File: config.mk
export PLATFORM = sky130hd
export DESIGN_NAME = halfstep_clkdiv
export DESIGN_NICKNAME = d
export VERILOG_FILES = /design/src/rtl/hdiv_pkg.sv /design/src/rtl/hdiv_ratio_decode.sv /design/src/rtl/hdiv_cfg_hold.sv /design/src/rtl/hdiv_phase_ctr.sv /design/src/rtl/hdiv_duty_shaper.sv /design/src/rtl/halfstep_clkdiv.sv
export SDC_FILE = /design/constraint.sdc
export NUM_CORES = 1
export LEC_CHECK = 0
export ABC_AREA = 1
export BUFFER_PORTS_ARGS = -buffer_cell sky130_fd_sc_hd__buf_2
export CAP_MARGIN = 40
export CORE_UTILIZATION = 35
export DETAILED_ROUTE_END_ITERATION = 7
export PLACE_DENSITY = 0.54
export SYNTH_ARGS = -nofsm -noshare
export SYNTH_HDL_FRONTEND = slang
export SYNTH_SLANG_ARGS = --single-unit
File: constraint.sdc
create_clock -name clk_2x -period 2.86 [get_ports clk_2x]
set_input_delay 0.429 -clock clk_2x [delete_from_list [all_inputs] [get_ports clk_2x]]
set_output_delay 0.429 -clock clk_2x [all_outputs]
set_load 0.005 [all_outputs]
File: src/rtl/hdiv_pkg.sv
`timescale 1ns/1ps
package hdiv_pkg;

  typedef enum logic [2:0] {
    DIV_1P5 = 3'd0,
    DIV_2   = 3'd1,
    DIV_2P5 = 3'd2,
    DIV_3   = 3'd3,
    DIV_4   = 3'd4,
    DIV_5   = 3'd5,
    DIV_8   = 3'd6,
    DIV_16  = 3'd7
  } ratio_e;

  // Output period length in sample cycles (source half-periods).
  function automatic int unsigned period_cycles(ratio_e r);
    case (r)
      DIV_1P5: return 3;
      DIV_2:   return 4;
      DIV_2P5: return 5;
      DIV_3:   return 6;
      DIV_4:   return 8;
      DIV_5:   return 10;
      DIV_8:   return 16;
      default: return 32;
    endcase
  endfunction

  // High time in half-sample slots; a period has 2*period_cycles slots.
  function automatic int unsigned high_slots(ratio_e r, logic hf);
    if (hf && r == DIV_1P5) return 2;
    if (hf && r == DIV_2P5) return 4;
    return period_cycles(r);
  endfunction

endpackage

File: src/rtl/hdiv_ratio_decode.sv
`timescale 1ns/1ps
module hdiv_ratio_decode
  import hdiv_pkg::*;
#(
  parameter int CNT_W = 5,
  parameter int SEL_W = 3,
  localparam int SLOT_W = CNT_W + 1
) (
  input  logic [SEL_W-1:0]  sel,
  input  logic              hf,
  output logic [CNT_W-1:0]  last_phase,
  output logic [SLOT_W-1:0] high_cnt
);

  ratio_e r;

  always_comb begin
    r          = ratio_e'(sel);
    last_phase = CNT_W'(period_cycles(r) - 1);
    high_cnt   = SLOT_W'(high_slots(r, hf));
  end

endmodule

File: src/rtl/hdiv_cfg_hold.sv
`timescale 1ns/1ps
module hdiv_cfg_hold #(
  parameter int W = 4
) (
  input  logic         clk,
  input  logic         rst,
  input  logic         run,
  input  logic         at_start,
  input  logic [W-1:0] live,
  output logic [W-1:0] eff
);

  logic [W-1:0] held;

  // Live settings steer phase 0; later phases reuse the captured copy.
  assign eff = at_start ? live : held;

  always_ff @(posedge clk) begin
    if (rst) begin
      held <= '0;
    end else if (run && at_start) begin
      held <= live;
    end
  end

endmodule

File: src/rtl/hdiv_phase_ctr.sv
`timescale 1ns/1ps
module hdiv_phase_ctr #(
  parameter int CNT_W = 5
) (
  input  logic             clk,
  input  logic             rst,
  input  logic             run,
  input  logic [CNT_W-1:0] last_phase,
  output logic [CNT_W-1:0] phase,
  output logic             at_start
);

  assign at_start = (phase == '0);

  always_ff @(posedge clk) begin
    if (rst || !run) begin
      phase <= '0;
    end else if (phase == last_phase) begin
      phase <= '0;
    end else begin
      phase <= phase + 1'b1;
    end
  end

endmodule

File: src/rtl/hdiv_duty_shaper.sv
`timescale 1ns/1ps
module hdiv_duty_shaper #(
  parameter int CNT_W = 5,
  parameter int SLOTS = 2,
  localparam int SLOT_W = CNT_W + 1
) (
  input  logic              clk,
  input  logic              rst,
  input  logic              run,
  input  logic [CNT_W-1:0]  phase,
  input  logic [SLOT_W-1:0] high_cnt,
  output logic [SLOTS-1:0]  lvl
);

  logic [SLOTS-1:0] lvl_nxt;

  for (genvar s = 0; s < SLOTS; s++) begin : g_slot
    logic [SLOT_W-1:0] idx;
    assign idx        = {phase, 1'b0} + SLOT_W'(s);
    assign lvl_nxt[s] = run && (idx < high_cnt);
  end

  always_ff @(posedge clk) begin
    if (rst) begin
      lvl <= '0;
    end else begin
      lvl <= lvl_nxt;
    end
  end

endmodule

File: src/rtl/halfstep_clkdiv.sv
`timescale 1ns/1ps
module halfstep_clkdiv #(
  parameter int CNT_W = 5,
  parameter int SEL_W = 3,
  localparam int SLOT_W = CNT_W + 1,
  localparam int CFG_W  = SEL_W + 1
) (
  input  logic             clk_2x,
  input  logic             rst,
  input  logic [SEL_W-1:0] ratio_sel,
  input  logic             hf_mode,
  input  logic             lock_en,
  output logic [1:0]       div_lvl
);

  logic [CNT_W-1:0]  phase;
  logic              at_start;
  logic [CFG_W-1:0]  cfg_eff;
  logic [CNT_W-1:0]  last_phase;
  logic [SLOT_W-1:0] high_cnt;

  hdiv_cfg_hold #(.W(CFG_W)) u_hold (
    .clk      (clk_2x),
    .rst      (rst),
    .run      (lock_en),
    .at_start (at_start),
    .live     ({hf_mode, ratio_sel}),
    .eff      (cfg_eff)
  );

  hdiv_ratio_decode #(.CNT_W(CNT_W), .SEL_W(SEL_W)) u_dec (
    .sel        (cfg_eff[SEL_W-1:0]),
    .hf         (cfg_eff[SEL_W]),
    .last_phase (last_phase),
    .high_cnt   (high_cnt)
  );

  hdiv_phase_ctr #(.CNT_W(CNT_W)) u_ctr (
    .clk        (clk_2x),
    .rst        (rst),
    .run        (lock_en),
    .last_phase (last_phase),
    .phase      (phase),
    .at_start   (at_start)
  );

  hdiv_duty_shaper #(.CNT_W(CNT_W), .SLOTS(2)) u_shape (
    .clk      (clk_2x),
    .rst      (rst),
    .run      (lock_en),
    .phase    (phase),
    .high_cnt (high_cnt),
    .lvl      (div_lvl)
  );

endmodule

==> metrics.md <==
| Metric | Value |
|---|---|
| Prevailing post-synth register cell | `dfxtp_1` |
| Buffers on Ports | `8` |
| Post-route ant nets | `0` |
| Critical Path AT | `2.87 ns` |
| Slew at the pin with the worst max-slew slack | `0.262 ns` |
| Pwr Density | `489 nW/um2` |
| Worst-path maximum fanout | `6` |
| Hold Slack | `0.409 ns` |
| Finished Layout Cells | `166` |
| Hold EP | `u_hold.held[2]$_SDFFE_PP0P_` |
| Pin count of the biggest net entering global routing | `10` |
| Worst path bufs/invs | `3` |
| Min-Delay Startpoint | `rst` |
| Clk slew on worst S/H paths | `0.07 ns` |
| Count of final hold-check violations | `0` |
| Most used cell, CP | `nand3_1` |
| Synth top area share | `26.7%` |
| Max Clock Freq | `0.370 GHz` |
| CTS max path bufs | `2` |
| Pre-Repair DR Iteration Count | `4` |
| Total power | `0.496 mW` |
| Final worst path period need | `2.70 ns` |
| CTS tree | `done` |
| Post-synth top area cell | `dfxtp_1` |
| Core area | `2210 um2` |
| HP Class | `in2reg` |
| Initial core utilization | `37.3%` |
| Iter 0 DRT Violations | `25` |
| Ports | `9` |
| Synthesized net count | `134` |
| Status | `finished clean` |
| Mean Syn Cell Area | `6.99 um2` |
| # DRC | `0` |
| Seq/Total Area, Yosys | `26.7%` |
| Worst Hold Depth | `2` |
| Die Wd | `50.5 um` |
| Adder-cell share of the synthesized area | `13.7%` |
| RSZ-0062 raised after global routing | `false` |
| GP Congestion | `0.837` |
| Peak supply drop | `0.000320 V` |
| Initial antenna violation count | `0` |
| Overflow after GRT | `0` |
| Area grow syn2layout | `22.9%` |
| CP cell instances | `inv_1, ha_1, inv_1, nor2_4, nand3_1, nand2_2, inv_1, o21ai_2, o21ai_2, ha_2, xor2_1, or2_2, nand3_1, nand3_1, nor2_1, nand3_1, nand2_2, nor2_1` |
| Synth Area in Simple Gates | `38.5%` |
| Clock Skew | `0.00129 ns` |
| All-Layer GR Usage | `16.4%` |
| Final Max Tran Viols | `0` |
| Post-synth EDFFs | `0` |
| Worst slew margin | `82.5%` |
| Area fraction in compound gates after synthesis | `7.59%` |
| Synth Instances | `118` |
| Root Driver | `clkbuf_4` |
| CP peak stage delay | `0.36 ns` |
| Post-synth cell types | `19` |
| H-tree levels | `1` |
| Multiplexer share of the synthesized area | `0%` |
| Flops & latches, synth | `11` |
| Number of setup violations in the final report | `0` |
| First-pass GRT wire length | `3040 um` |
| Worst flop-to-flop path endpoint | `u_ctr.phase[4]$_SDFF_PP0_` |
| Number of global-route vias before repair | `753` |
| Delay-heaviest family, CP | `simple AND/OR/NAND/NOR gates` |
| Worst-skew pair later-pin latency | `0.27 ns` |
| Die height | `50.5 um` |
| Post-Route WL | `1800 um` |
| Final period utilization | `94.5%` |
| Die footprint | `2550 um2` |
| Worst Reg-to-Reg Cells | `18` |
| Fin worst setup slack | `0.157 ns` |
| Share of cells above drive strength 1 | `29.0%` |
| Post-synthesis cell area | `825 um2` |
| Synth Area in XOR/XNOR | `5.31%` |
| Slowest-stage cell, CP | `dfxtp_2` |
| Reg2reg start | `u_ctr.phase[1]$_SDFF_PP0_` |
| MaxCap Viol Count | `0` |
| Ys Warns | `0` |
| Nets@finish | `155` |
| Startpoint class of the critical path | `register` |
| Top cells by count, synth | `nand2_1 (19), inv_1 (17), nor2_1 (15), nand3_1 (14), dfxtp_1 (11)` |
| Ant. Diodes | `0` |
| Setup crit end kind | `register` |
| CP Class | `reg2reg` |
| Placed insts | `158` |
| Worst Path Required | `3.02 ns` |
| CTS Sinks | `11` |
| Worst reg2reg setup slack | `0.16 ns` |
| Largest family of logic cells by synthesized area | `simple AND/OR/NAND/NOR gates` |
| Rows | `17` |
| Most frequent cell after synthesis | `nand2_1` |
| LEAKAGE | `0.503 nW` |
| TritonCTS buffer count | `3` |
| Asr flop ratio synth | `0%` |
| Filler instances | `228` |
| HPWL after detailed placement | `1390 um` |
| Vias/cell | `4.77` |
| Wire per inst | `10.8 um` |
| Largest cells by area after synthesis | `dfxtp_1 (27%), ha_1 (14%), nand2_1 (8.6%), nand3_1 (8.5%), inv_1 (7.7%)` |
| Dpl ws | `-0.0454 ns` |
| Routed vias | `791` |
-- report_power, final --
part,internal [mW],switching (mW)
clock,0.0517,0.0551
combinational,0.0919,0.128
sequential,0.164,0.00472
total,0.308,0.188
-- routing by layer --
metal / vias up / GRT usage, % / wire length (um)
li1: 424 / - / -
met1: 354 / 18.4 / 867
met2: 11 / 28.4 / 864
met5: - / 0 / 0
met3: 2 / 5.45 / 51
met4: 0 / 6.02 / 12
-- stage by stage --
stage	area [um2]	utilization, %	TNS, ns
after CTS	958	43.3	0
final	1010	45.8	0
after global routing	1010	45.8	0
after detailed placement	930	42.0	-0.192
after global placement	930	42.0	0
after floorplan	825	-	0
-- cells by family (layout without fill, tap and decap cells) --
logic type	after synthesis	after routing
adder cells (fa/ha/maj)	9	9
flip-flops	11	11
AND/OR/NAND/NOR	64	64
AO/OA/AOI/OAI	11	11
buffers and inverters	18	38
XOR/XNOR	5	5
-- registers in the layout (all words and copies together), names as in the netlist --
| signal | cells |
|---|---|
| u_shape.lvl | 2 |
| u_ctr.phase | 5 |
| u_hold.held | 4 |
-- repair_timing --
action | CTS | global route
pin swaps | 0 | 4
buffers inserted | 0 | 4
setup endpoints to repair | 5 | 5
hold buffers | 0 | 0
gates resized for setup | 1 | 10
gates cloned | 0 | 0
endpoints found under the hold margin | 0 | 0
-- worst max path at each step --
stage                                   start                   endpoint  cells after the start
finish              u_ctr.phase[1]$_SDFF_PP0_  u_ctr.phase[4]$_SDFF_PP0_                     18
global route        u_ctr.phase[1]$_SDFF_PP0_  u_ctr.phase[4]$_SDFF_PP0_                     19
CTS                 u_ctr.phase[1]$_SDFF_PP0_  u_ctr.phase[4]$_SDFF_PP0_                     19
detailed placement  u_ctr.phase[1]$_SDFF_PP0_  u_ctr.phase[4]$_SDFF_PP0_                     19
global placement    u_ctr.phase[1]$_SDFF_PP0_  u_ctr.phase[3]$_SDFF_PP0_                     19
floorplan           u_ctr.phase[0]$_SDFF_PP0_  u_ctr.phase[0]$_SDFF_PP0_                     19
-- cell type report --
type | instances | area [um2] | share of cell area [%]
sequential | 11 | 221 | 21.9
timing repair buffer | 16 | 100 | 9.88
multi-input combinational | 89 | 562 | 55.4
tap | 28 | 35.0 | 3.46
clock buffer | 3 | 22.5 | 2.22
clock inverter | 1 | 5.00 | 0.494
inverter | 18 | 67.6 | 6.67
-- cell usage in the layout, fill, tap and decap left out --
master,n
xnor2_1,1
nand2_4,3
or2_2,1
clkinv_2,1
nand2_1,18
dfxtp_1,10
nor2_4,2
nand3b_1,1
ha_1,8
nand3_2,1
ha_2,1
clkbuf_4,3
buf_2,8
o21ai_2,2
dfxtp_2,1
inv_1,16
nand2_2,6
nor2_1,14
a211oi_1,3
a21oi_1,3
buf_4,8
o21ai_0,3
inv_2,2
nand4_1,3
nor3_1,1
nor2_2,1
nand3_1,13
xor2_1,4
(Power assumes the default switching activity.)
